## src/rtl/flash_prog_pkg.sv

```systemverilog
`timescale 1ns/1ps
package flash_prog_pkg;

  typedef enum logic [2:0] {
    OP_RDSR,
    OP_WREN,
    OP_WRSR,
    OP_PROG,
    OP_READ
  } flash_op_e;

  typedef enum logic [3:0] {
    S_IDLE,
    S_RDSR,
    S_WEN_SR,
    S_WRSR,
    S_WEN,
    S_PROG,
    S_GAP,
    S_READ,
    S_STORE
  } seq_state_e;

  localparam logic [7:0] OPC_RDSR  = 8'h05;
  localparam logic [7:0] OPC_WREN  = 8'h06;
  localparam logic [7:0] OPC_WRSR  = 8'h01;
  localparam logic [7:0] OPC_PROG  = 8'h02;
  localparam logic [7:0] OPC_READ  = 8'h03;
  localparam logic [7:0] PROT_MASK = 8'h3C;

endpackage

```

## src/rtl/fps_cmd_fmt.sv

```systemverilog
`timescale 1ns/1ps
// Builds the outgoing byte frame for one command-engine request.
module fps_cmd_fmt
  import flash_prog_pkg::*;
(
  input  flash_op_e   op_i,
  input  logic [23:0] addr_i,
  input  logic [7:0]  data_i,
  input  logic [7:0]  stat_i,
  output logic [2:0]  wlen_o,
  output logic [39:0] frame_o
);

  always_comb begin
    wlen_o  = 3'd1;
    frame_o = '0;
    unique case (op_i)
      OP_RDSR: begin
        wlen_o  = 3'd1;
        frame_o = {OPC_RDSR, 32'h0};
      end
      OP_WREN: begin
        wlen_o  = 3'd1;
        frame_o = {OPC_WREN, 32'h0};
      end
      OP_WRSR: begin
        wlen_o  = 3'd2;
        frame_o = {OPC_WRSR, stat_i & ~PROT_MASK, 24'h0};
      end
      OP_PROG: begin
        wlen_o  = 3'd5;
        frame_o = {OPC_PROG, addr_i, data_i};
      end
      default: begin
        wlen_o  = 3'd4;
        frame_o = {OPC_READ, addr_i, 8'h0};
      end
    endcase
  end

endmodule

```

## src/rtl/fps_delay.sv

```systemverilog
`timescale 1ns/1ps
// Settle timer: load starts a countdown of GAP_CYCLES, expired when zero.
module fps_delay #(
  parameter int GAP_CYCLES = 2500,
  localparam int CW = $clog2(GAP_CYCLES + 1)
) (
  input  logic clk,
  input  logic rst_n,
  input  logic load_i,
  output logic expired_o
);

  logic [CW-1:0] cnt_q, cnt_d;

  always_comb begin
    cnt_d = cnt_q;
    if (load_i)
      cnt_d = CW'(GAP_CYCLES);
    else if (cnt_q != '0)
      cnt_d = cnt_q - CW'(1);
  end

  always_ff @(posedge clk or negedge rst_n) begin
    if (!rst_n) cnt_q <= '0;
    else        cnt_q <= cnt_d;
  end

  assign expired_o = (cnt_q == '0);

endmodule

```

## src/rtl/flash_prog_seq.sv

```systemverilog
`timescale 1ns/1ps
// Whole-flash program / readback sequencer driving a small command engine.
module flash_prog_seq
  import flash_prog_pkg::*;
#(
  parameter int MEM_BYTES      = 2048,
  parameter int PROGRESS_BYTES = 1024,
  parameter int GAP_CYCLES     = 2500,
  localparam int AW = (MEM_BYTES > 1) ? $clog2(MEM_BYTES) : 1
) (
  input  logic          clk,
  input  logic          rst_n,
  input  logic          start_i,
  input  logic          readback_i,
  output logic          done_o,
  output logic          progress_o,
  output logic [AW-1:0] buf_addr_o,
  input  logic [7:0]    buf_rdata_i,
  output logic          buf_we_o,
  output logic [7:0]    buf_wdata_o,
  output logic          eng_slow_o,
  output logic          eng_req_o,
  input  logic          eng_ack_i,
  output logic [2:0]    eng_wlen_o,
  output logic [39:0]   eng_wdata_o,
  output logic [1:0]    eng_rlen_o,
  input  logic [23:0]   eng_rdata_i
);

  localparam int PW = $clog2(MEM_BYTES + 1) + 1;
  localparam int GW = (PROGRESS_BYTES > 1) ? $clog2(PROGRESS_BYTES) : 1;
  localparam logic [PW-1:0] END_POS  = PW'(MEM_BYTES);
  localparam logic [PW-1:0] LAST_POS = PW'(MEM_BYTES - 1);
  localparam logic [GW-1:0] PROG_WRAP = GW'(PROGRESS_BYTES - 1);

  seq_state_e    st_q, st_d;
  logic [PW-1:0] pos_q, pos_d;
  logic [7:0]    stat_q, stat_d;
  logic [23:0]   rbuf_q, rbuf_d;
  logic [1:0]    rcnt_q, rcnt_d;
  logic [1:0]    ridx_q, ridx_d;
  logic [GW-1:0] pcnt_q, pcnt_d;
  logic          done_q, done_d;
  logic          prog_q, prog_d;
  logic          gap_load, gap_expired;
  flash_op_e     op;
  logic [PW-1:0] remain;
  logic [1:0]    chunk;

  // Length of the current read chunk: three, or what is left at the end.
  assign remain = END_POS - pos_q;
  assign chunk  = (remain >= PW'(3)) ? 2'd3 : remain[1:0];

  always_comb begin
    unique case (st_q)
      S_RDSR:         op = OP_RDSR;
      S_WEN_SR, S_WEN: op = OP_WREN;
      S_WRSR:         op = OP_WRSR;
      S_PROG:         op = OP_PROG;
      default:        op = OP_READ;
    endcase
  end

  fps_cmd_fmt u_fmt (
    .op_i   (op),
    .addr_i (24'(pos_q)),
    .data_i (buf_rdata_i),
    .stat_i (stat_q),
    .wlen_o (eng_wlen_o),
    .frame_o(eng_wdata_o)
  );

  fps_delay #(.GAP_CYCLES(GAP_CYCLES)) u_gap (
    .clk      (clk),
    .rst_n    (rst_n),
    .load_i   (gap_load),
    .expired_o(gap_expired)
  );

  assign eng_req_o  = (st_q == S_RDSR) || (st_q == S_WEN_SR) || (st_q == S_WRSR) ||
                      (st_q == S_WEN)  || (st_q == S_PROG)   || (st_q == S_READ);
  assign eng_rlen_o = (st_q == S_RDSR) ? 2'd1 : (st_q == S_READ) ? chunk : 2'd0;
  assign eng_slow_o = (st_q != S_IDLE);
  assign buf_addr_o = pos_q[AW-1:0];
  assign buf_we_o   = (st_q == S_STORE);
  assign done_o     = done_q;
  assign progress_o = prog_q;

  always_comb begin
    unique case (ridx_q)
      2'd0:    buf_wdata_o = rbuf_q[23:16];
      2'd1:    buf_wdata_o = rbuf_q[15:8];
      default: buf_wdata_o = rbuf_q[7:0];
    endcase
  end

  // Next-state logic
  always_comb begin
    st_d     = st_q;
    pos_d    = pos_q;
    stat_d   = stat_q;
    rbuf_d   = rbuf_q;
    rcnt_d   = rcnt_q;
    ridx_d   = ridx_q;
    pcnt_d   = pcnt_q;
    done_d   = 1'b0;
    prog_d   = 1'b0;
    gap_load = 1'b0;
    unique case (st_q)
      S_IDLE: if (start_i) begin
        pos_d  = '0;
        pcnt_d = '0;
        st_d   = readback_i ? S_READ : S_RDSR;
      end
      S_RDSR: if (eng_ack_i) begin
        stat_d = eng_rdata_i[23:16];
        st_d   = ((eng_rdata_i[23:16] & PROT_MASK) != 8'h0) ? S_WEN_SR : S_WEN;
      end
      S_WEN_SR: if (eng_ack_i) st_d = S_WRSR;
      S_WRSR:   if (eng_ack_i) st_d = S_WEN;
      S_WEN:    if (eng_ack_i) st_d = S_PROG;
      S_PROG: if (eng_ack_i) begin
        gap_load = 1'b1;
        st_d     = S_GAP;
        if (pcnt_q == PROG_WRAP) begin
          pcnt_d = '0;
          prog_d = 1'b1;
        end else begin
          pcnt_d = pcnt_q + GW'(1);
        end
      end
      S_GAP: if (gap_expired) begin
        if (pos_q == LAST_POS) begin
          done_d = 1'b1;
          st_d   = S_IDLE;
        end else begin
          pos_d = pos_q + PW'(1);
          st_d  = S_WEN;
        end
      end
      S_READ: if (eng_ack_i) begin
        rbuf_d = eng_rdata_i;
        rcnt_d = chunk;
        ridx_d = 2'd0;
        st_d   = S_STORE;
      end
      S_STORE: begin
        pos_d  = pos_q + PW'(1);
        ridx_d = ridx_q + 2'd1;
        if (ridx_q == rcnt_q - 2'd1) begin
          if (pos_q == LAST_POS) begin
            done_d = 1'b1;
            st_d   = S_IDLE;
          end else begin
            st_d = S_READ;
          end
        end
      end
      default: st_d = S_IDLE;
    endcase
  end

  // State registers
  always_ff @(posedge clk or negedge rst_n) begin
    if (!rst_n) begin
      st_q   <= S_IDLE;
      pos_q  <= '0;
      stat_q <= '0;
      rbuf_q <= '0;
      rcnt_q <= '0;
      ridx_q <= '0;
      pcnt_q <= '0;
      done_q <= 1'b0;
      prog_q <= 1'b0;
    end else begin
      st_q   <= st_d;
      pos_q  <= pos_d;
      stat_q <= stat_d;
      rbuf_q <= rbuf_d;
      rcnt_q <= rcnt_d;
      ridx_q <= ridx_d;
      pcnt_q <= pcnt_d;
      done_q <= done_d;
      prog_q <= prog_d;
    end
  end

endmodule

```

## config.mk

```make
export PLATFORM = sky130hd
export DESIGN_NAME = flash_prog_seq
export DESIGN_NICKNAME = d
export VERILOG_FILES = /design/src/rtl/flash_prog_pkg.sv /design/src/rtl/fps_cmd_fmt.sv /design/src/rtl/fps_delay.sv /design/src/rtl/flash_prog_seq.sv
export SDC_FILE = /design/constraint.sdc
export NUM_CORES = 1
export LEC_CHECK = 0
export ABC_CLOCK_PERIOD_IN_PS = 4000
export BUFFER_PORTS_ARGS = -buffer_cell sky130_fd_sc_hd__buf_4
export CORE_MARGIN = 5
export CORE_UTILIZATION = 45
export DETAILED_ROUTE_END_ITERATION = 12
export HOLD_SLACK_MARGIN = 0.08
export PLACE_DENSITY = 0.68
export SYNTH_ARGS = -nofsm -noshare
export SYNTH_HDL_FRONTEND = slang
export SYNTH_HIERARCHICAL = 1
export SYNTH_SLANG_ARGS = --single-unit
```

## constraint.sdc

```tcl
create_clock -name clk -period 4 [get_ports clk]
set_clock_uncertainty 0.1 [all_clocks]
set_input_delay 0.2 -clock clk [delete_from_list [all_inputs] [get_ports clk]]
set_output_delay 0.2 -clock clk [all_outputs]
set_load 0.05 [all_outputs]
```

# == Yosys cells after proc, flatten, opt, wreduce, memory -nomap -nowiden ==
# Index checks and enable logic that the tools add are counted.
# W data, S select, Z words.
# classes
addsub,6
n_reduce_logical,24
magnitude_cmp,1
mux,42
eq_ne,25
# op_table
cell,count
$pmux W35 S4,1
$mux W13,3
$pmux W13 S3,1
$mux W4,9
$pmux W4 S9,1
$mux W10,3
$mux W12,2
$pmux W10 S2,1
$ne A2 B2 Y1 const B,9
$eq A4 B3 Y1 const B,4
$pmux W8 S2,1
$add A13 B1 Y13 const B,1
$eq A13 B11 Y1 const B,1
$ge A13 B2 Y1 const B,1
$sub A12 B13 Y13 const A,1
$logic_not A12 Y1,1
$mux W3,4
$pmux W3 S4,1
$reduce_bool A12 Y1,1
$sub A12 B1 Y12 const B,1
$add A10 B1 Y10 const B,1
$eq A10 B10 Y1 const B,1
$pmux W3 S3,1
$reduce_and A9 Y1,1
26 further kinds,47
# totals
inputBits,37
out_inout_bits,69
wordCells,108
reg_bits,77

# == Depth between registers and ports, before layout ==
# Gate-level depths: netlist of run 1.
# logic_depth
depth_word,6
mapped_depth,11
ltp_nobuf,10

# == By module ==
# The synthesis of run 1 kept the hierarchy.
# modules_own_cells
mod,cells_each,area_each_um2,instances,seq_area_each_um2
flash_prog_seq,428,3643.5,1,1626.6
fps_delay,75,681.9,1,300.3
fps_cmd_fmt,60,405.4,1,0.0

# == Worst setup path before layout of run 1 ==
# Ideal clock, no wire load.
# synth_path
kind,reg-to-output
from,register pos_q[4]
to,output eng_rlen_o[0]
required_time_ns,3.700
stages_incl_launch_ff,7
path_slack_ns,1.073
n_path_buf,1
arrival_time_ns,2.627
path_cell_list,dfrtp_1 buf_2 or4_4 nor4_1 nand3_1 and4_1 a31oi_1
# synth_between
elab_chain_cells,5
# synth_lines
item,line_no,text
start: declaration,flash_prog_seq.sv:37,"logic [PW-1:0] pos_q, pos_d;"
start signal: assignment,flash_prog_seq.sv:177,pos_q <= pos_d;
$sub A12 B13 Y13,flash_prog_seq.sv:51,assign remain = END_POS - pos_q;
$ge A13 B2 Y1,flash_prog_seq.sv:52,assign chunk = (remain >= PW'(3)) ? 2'd3 : remain[1:0];
$mux W2,flash_prog_seq.sv:52,
$mux W2 (2 in series),flash_prog_seq.sv:82,assign eng_rlen_o = (st_q == S_RDSR) ? 2'd1 : (st_q == S_READ) ? chunk : 2'd0;
end: declaration,flash_prog_seq.sv:26,"output logic [1:0] eng_rlen_o,"
# Every way passes these cells.

# == Worst setup path in the final report of run 1 ==
# layout_path
from,register st_q[0]
to,output eng_wdata_o[20]
# layout_between
elab_chain_cells,5
word_cells_on_any_way,12
classes_between,8 x eq/ne; 2 x mux; 2 x reduce/logical
# layout_lines
item,line_no,text
start: declaration,flash_prog_seq.sv:36,"seq_state_e st_q, st_d;"
start signal: assignment,flash_prog_seq.sv:176,st_q <= st_d;
$eq A4 B2 Y1 / $eq A4 B3 Y1 (equally long branches),flash_prog_seq.sv:55,unique case (st_q)
$reduce_or A2 Y1,flash_prog_seq.sv:55,
$pmux W3 S4 *,flash_prog_seq.sv:55,
via op[0],flash_prog_seq.sv:46,flash_op_e op;
"$eq A3 B2 Y1, or another cell as far along",fps_cmd_fmt.sv:17,unique case (op_i)
$pmux W35 S4 *,fps_cmd_fmt.sv:17,
end: declaration,flash_prog_seq.sv:25,"output logic [39:0] eng_wdata_o,"
# The timed path passes the listed nets; every way through them passes the cells marked *.

==> impl_metrics.py, run 1 <==
metrics = {
    "clock_network": {
        "cts_root_buf": "clkbuf_8",
        "ctsResizeCount": 0,
        "cts_tree": "yes",
        "post-cts-setup-buffer-count": 0,
        "cts_sinks": 73,
        "max-clock-path-buffers": 2,
        "path_clk_slew_ns": 0.07,
        "tritoncts.num_buffers": 9,
        "htreeDepth": 3,
        "clk_latency_ns": 0.35,
    },
    "sta": {
        "finalCritPeriodShare_pct": 82.7,
        "hold_violations": 0,
        "setup_violations": 0,
        "worst_slack_ns": 0.694,
        "rsz0062_at_grt": "false",
        "relSlewSlack_pct": 29.7,
        "finalCriticalPeriod_ns": 3.31,
        "max_freq_mhz": 302,
        "tns_ns": 0,
        "worst_slew_pin_slew_ns": 1.05,
        "report.final.slew_viol_count": 0,
    },
    "global_routing": {
        "grt_overflow": 0,
        "grt_pass1_wl_um": 19700,
        "grt_max_degree": 74,
        "busiest_layer": "met2",
        "grt_use_total_pct": 19.1,
        "met2_usage_pct": 30.9,
        "met1_usage_pct": 25.6,
        "antenna_found_initial": 0,
        "met3_usage_pct": 3.98,
        "grt_pass1_vias": 4034,
    },
    "routing": {
        "drt-pass1-iter-count": 4,
        "wl_per_cell_um": 14.4,
        "vias": 4286,
        "wl_um": 11500,
        "drtAntennaViolNets": 0,
        "drt_iter0_markers": 258,
        "drc": 0,
        "via_per_inst": 5.33,
    },
    "logic_synthesis": {
        "yosys_warnings": 6,
        "syn-cell-area_mm2": 0.00459,
        "synth_area_per_cell_um2": 8.26,
        "syn_inst": 555,
    },
    "critical_path": {
        "critPathCaptureType": "output port",
        "critPathRequiredTime_ns": 3.70,
        "cp.arrival_ns": 3.01,
        "cp-start-kind": "flop",
        "crit_type": "reg2out",
        "path_max_fanout": 21,
    },
    "finish": {
        "syn2layout_area_growth_pct": 26.4,
        "layout_commonest_cell": "nand2_1",
        "layout_common_cells": "nand2_1 (114), buf_4 (97), dfrtp_1 (73)",
        "final_core_util_pct": 58.7,
        "finalNetCount": 710,
        "antenna_cells": 0,
        "drive_gt1_share_pct": 19.2,
        "nFillCells": 879,
    },
    "min_path": {
        "hold_class": "in2reg",
    },
    "die": {
        "fp.dieH_um": 111,
        "ios": 106,
        "core_area_mm2": 0.00986,
        "die-area_mm2": 0.0123,
        "rows": 36,
        "fp.dieW_um": 111,
        "start_util_pct": 46.5,
    },
    "placement": {
        "gp_congestion": 0.863,
        "io_buffer_count": 93,
        "place_hpwl_um": 8020,
        "dpl_worst_slack_ns": 1.04,
    },
    "pwr": {
        "leakagePower_nw": 2.72,
        "power.density_mw_per_mm2": 798,
        "peakVddDrop_v": 0.000650,
    },
    "status": {
        "status": "finished, final reports clean",
    },
    "run": {
        "max-cap-violations": 0,
    },
}
## state kept, by name (all words and copies together), names as in the netlist
register / flops
ridx_q: 2
rcnt_q: 2
pcnt_q: 10
st_q: 4
progress_o: 1
pos_q: 13
done_o: 1
rbuf_q: 24
u_gap/cnt_q: 12
stat_q: 4
## worst paths after layout
kind / end / start / slack [ns] / cells past startpoint
max in group asynchronous: stat_q[0] / rst_n / 2.78 / 2
max: eng_wdata_o[20] / st_q[0] / 0.69 / 7
max reg2reg: pos_q[12] / u_gap/cnt_q[0] / 1.02 / 11
min: st_q[1] / readback_i / 0.28 / 5
min reg2reg: rbuf_q[11] / rbuf_q[11] / 0.38 / 2
min in group asynchronous: pcnt_q[5] / rst_n / 0.43 / 2
## stage by stage
stage	cells	total power [mW]	area (um2)	hold slack [ns]
final	804	4.62	5790	0.277
after CTS	804	4.63	5790	0.282
after floorplan	573	3.32	4650	-0.196
after detailed placement	762	3.95	5310	0.292
after global placement	762	3.91	5310	0.290
after global routing	804	4.95	5790	0.331
## worst max-delay path, cell delays in order (launching register included)
cell and delay [ns]:
dfrtp_1 0.55, inv_1 0.36, nand3_1 0.12, a21oi_1 0.80, a21oi_1 0.24, buf_4 0.26, nor2b_1 0.12, buf_4 0.20
## report_power, final
| part | total [mW] | internal [mW] | switching [mW] |
|---|---|---|---|
| Sequential | 1.24 | 0.976 | 0.264 |
| Combinational | 2.74 | 0.863 | 1.88 |
| Clock | 0.641 | 0.367 | 0.274 |
| Total | 4.62 | 2.21 | 2.42 |
## area by class of cell
cell class,instances,area (um2),area share (%)
flip-flops and latches,73,1830,31.5
clock buffers,11,141,2.44
well taps,133,166,2.87
clock inverters,5,78.8,1.36
multi-input cells,436,2510,43.3
repair buffers,123,988,17.1
inverters,23,86.3,1.49
## per-layer routing
| layer | part of all wire [%] | up-vias | wire length (um) |
|---|---|---|---|
| li1 | - | 2117 | - |
| met1 | 44 | 2028 | 5130 |
| met2 | 48 | 129 | 5530 |
| met3 | 6.3 | 12 | 731 |
| met4 | 1.3 | 0 | 153 |
| met5 | 0 | - | 0 |
## what timing repair did
item                                   4_1_cts  5_1_grt
hold buffers                                26        0
setup endpoints to repair                    0        0
endpoints found under the hold margin      102        0
(Power assumes the default switching activity.)
==> inputs of run 2 (changes only) <==
--- a/config.mk
+++ b/config.mk
@@ -5,13 +5,14 @@
 export SDC_FILE = /design/constraint.sdc
 export NUM_CORES = 1
 export LEC_CHECK = 0
-export ABC_CLOCK_PERIOD_IN_PS = 4000
+export ABC_AREA = 1
+export ABC_CLOCK_PERIOD_IN_PS = 2900
 export BUFFER_PORTS_ARGS = -buffer_cell sky130_fd_sc_hd__buf_4
 export CORE_MARGIN = 5
 export CORE_UTILIZATION = 45
 export DETAILED_ROUTE_END_ITERATION = 12
 export HOLD_SLACK_MARGIN = 0.08
-export PLACE_DENSITY = 0.68
+export PLACE_DENSITY = 0.7
 export SYNTH_ARGS = -nofsm -noshare
 export SYNTH_HDL_FRONTEND = slang
 export SYNTH_HIERARCHICAL = 1
==> constraint.sdc (replaced) <==
create_clock -name clk -period 2.9 [get_ports clk]
set_clock_uncertainty 0.1 [all_clocks]
set_input_delay 0.145 -clock clk [delete_from_list [all_inputs] [get_ports clk]]
set_output_delay 0.145 -clock clk [all_outputs]
set_load 0.05 [all_outputs]
==> run 2 against run 1 <==
Die area rose by 5.5%. Synthesized area is 6.1% higher. Combinational power rose by 33%. First-iteration DRC count decreased by 12%. Clock power up 40%. Global-route usage is 0.69 points higher. The run now ends with slew limit left. Clock-buffer cell count increased by 3. Routed wire length up 8.8%.
==> impl_metrics.py, run 2 <==
metrics = {
    "status": {
        "status": "complete, but fails checks",
        "violations": "slew limit",
    },
    "sta": {
        "finalCritPeriodShare_pct": 92.6,
        "report.final.slew_viol_count": 4,
        "rsz0062_at_grt": "false",
        "hold_violations": 0,
        "tns_ns": 0,
        "finalCriticalPeriod_ns": 2.69,
        "worst_slew_pin_slew_ns": 1.56,
        "relSlewSlack_pct": -4.73,
        "max_freq_mhz": 372,
        "setup_violations": 0,
        "hold_slack_ns": 0.144,
    },
    "finish": {
        "max_flop_register": "rbuf_q",
        "drive_gt1_share_pct": 21.4,
        "layout_common_cells": "nand2_1 (186), buf_4 (95), inv_1 (77)",
        "antenna_cells": 0,
        "finalNetCount": 830,
        "top_regs": "rbuf_q (24), pos_q (13), u_gap/cnt_q (12)",
        "final_core_util_pct": 56.8,
        "syn2layout_area_growth_pct": 24.9,
        "largest_reg_flops": 24,
        "layout_commonest_cell": "nand2_1",
    },
    "routing": {
        "drc": 0,
        "routed-wl-met2_um": 5790,
        "wl_um": 12600,
        "drt-met1-wl_um": 5720,
        "drt_iter0_markers": 227,
        "vias": 4652,
        "wl_per_cell_um": 13.5,
        "met3_length_um": 905,
        "drt-pass1-iter-count": 5,
        "via_per_inst": 5.00,
        "drtAntennaViolNets": 0,
        "highest_layer": "met4",
    },
    "pwr": {
        "total_power_mw": 6.09,
        "power.density_mw_per_mm2": 1000,
        "peakVddDrop_v": 0.000902,
        "leakagePower_nw": 3.17,
    },
    "global_routing": {
        "grt_pass1_wl_um": 21100,
        "grt_pass1_vias": 4335,
        "antenna_found_initial": 0,
        "grt_overflow": 0,
        "grt_use_total_pct": 19.8,
        "grt_max_degree": 74,
    },
    "die": {
        "die-area_mm2": 0.0130,
        "fp.dieW_um": 114,
        "ios": 106,
        "rows": 38,
        "fp.dieH_um": 114,
        "start_util_pct": 45.5,
        "core_area_mm2": 0.0107,
    },
    "critical_path": {
        "r2r_end": "pos_q[5]",
        "reg2reg_depth": 13,
        "cp.arrival_ns": 2.44,
        "endpoint": "eng_rlen_o[0]",
        "reg2reg_slack_ns": 0.54,
        "critPathRequiredTime_ns": 2.65,
        "path_max_fanout": 6,
        "worstReg2RegStart": "u_gap/cnt_q[0]",
        "crit_type": "reg2out",
        "critPathCaptureType": "output port",
        "crit_start": "pos_q[1]",
        "cp-start-kind": "flop",
    },
    "clock_network": {
        "cts_root_buf": "clkbuf_8",
        "max-clock-path-buffers": 2,
        "htreeDepth": 3,
        "clk_latency_ns": 0.35,
        "cts_tree": "yes",
        "tritoncts.num_buffers": 9,
        "path_clk_slew_ns": 0.08,
        "cts_sinks": 73,
        "post-cts-setup-buffer-count": 0,
    },
    "min_path": {
        "hold_class": "in2reg",
    },
    "run": {
        "max-cap-violations": 0,
    },
    "placement": {
        "gp_congestion": 0.975,
        "io_buffer_count": 93,
        "place_hpwl_um": 9260,
    },
    "logic_synthesis": {
        "yosys_warnings": 6,
        "synth_area_per_cell_um2": 7.25,
        "syn_inst": 671,
        "syn-cell-area_mm2": 0.00486,
    },
}
run 2: timing repair:
item	in CTS	in global routing
resized for setup	0	2
setup endpoints to repair	0	10
hold buffers	26	0
hold endpoints to repair	102	0
run 2: layout make-up:
class                      count  area, um2
fill                        1018       4620
multi-input combinational    490       2540
inverter                      91        343
clock inverter                 2       60.1
tap                          140        175
timing repair buffer         121        973
sequential                    73       1830
clock buffer                  14        163
run 2: power breakdown:
group	internal [mW]	switching, mW
Sequential	1.31	0.232
Clock	0.533	0.365
Combinational	1.02	2.63
run 2: through the flow:
step,std cells,worst slack (ns),area [um2]
4_1_cts,931,0.0954,6080
3_5_place_dp,889,0.496,5590
6_report,931,0.213,6080
2_1_floorplan,685,0.272,4920
3_3_place_gp,889,0.505,5590
5_1_grt,931,0.0233,6080
run 2: worst min path at each step:
stage / cells past startpoint / to / slack, ns / startpoint
after floorplan: 0 / done_o / -0.25 / rst_n
after global placement: 1 / rbuf_q[15] / 0.24 / rst_n
after detailed placement: 1 / rbuf_q[14] / 0.25 / rst_n
after CTS: 4 / stat_q[1] / 0.14 / eng_ack_i
after global routing: 4 / stat_q[7] / 0.15 / eng_ack_i
final: 4 / stat_q[1] / 0.14 / eng_ack_i
run 2: critical path, stage by stage (launching register included):
cell	delay [ns]
dfrtp_1	0.49
inv_1	0.15
ha_1	0.35
nand2_1	0.07
inv_1	0.04
nor2_1	0.10
nand2_1	0.06
nor2_1	0.11
nand2_1	0.05
nor2_1	0.18
nand4_1	0.17
nand2_1	0.09
nand2_1	0.05
buf_4	0.19
run 2: per-layer routing:
layer  track usage, %  vias to the layer above
met2             31.6                      160
met1             27.4                     2146
met3             4.03                       13
li1                 -                     2333
met5                0                        -
met4             5.30                        0
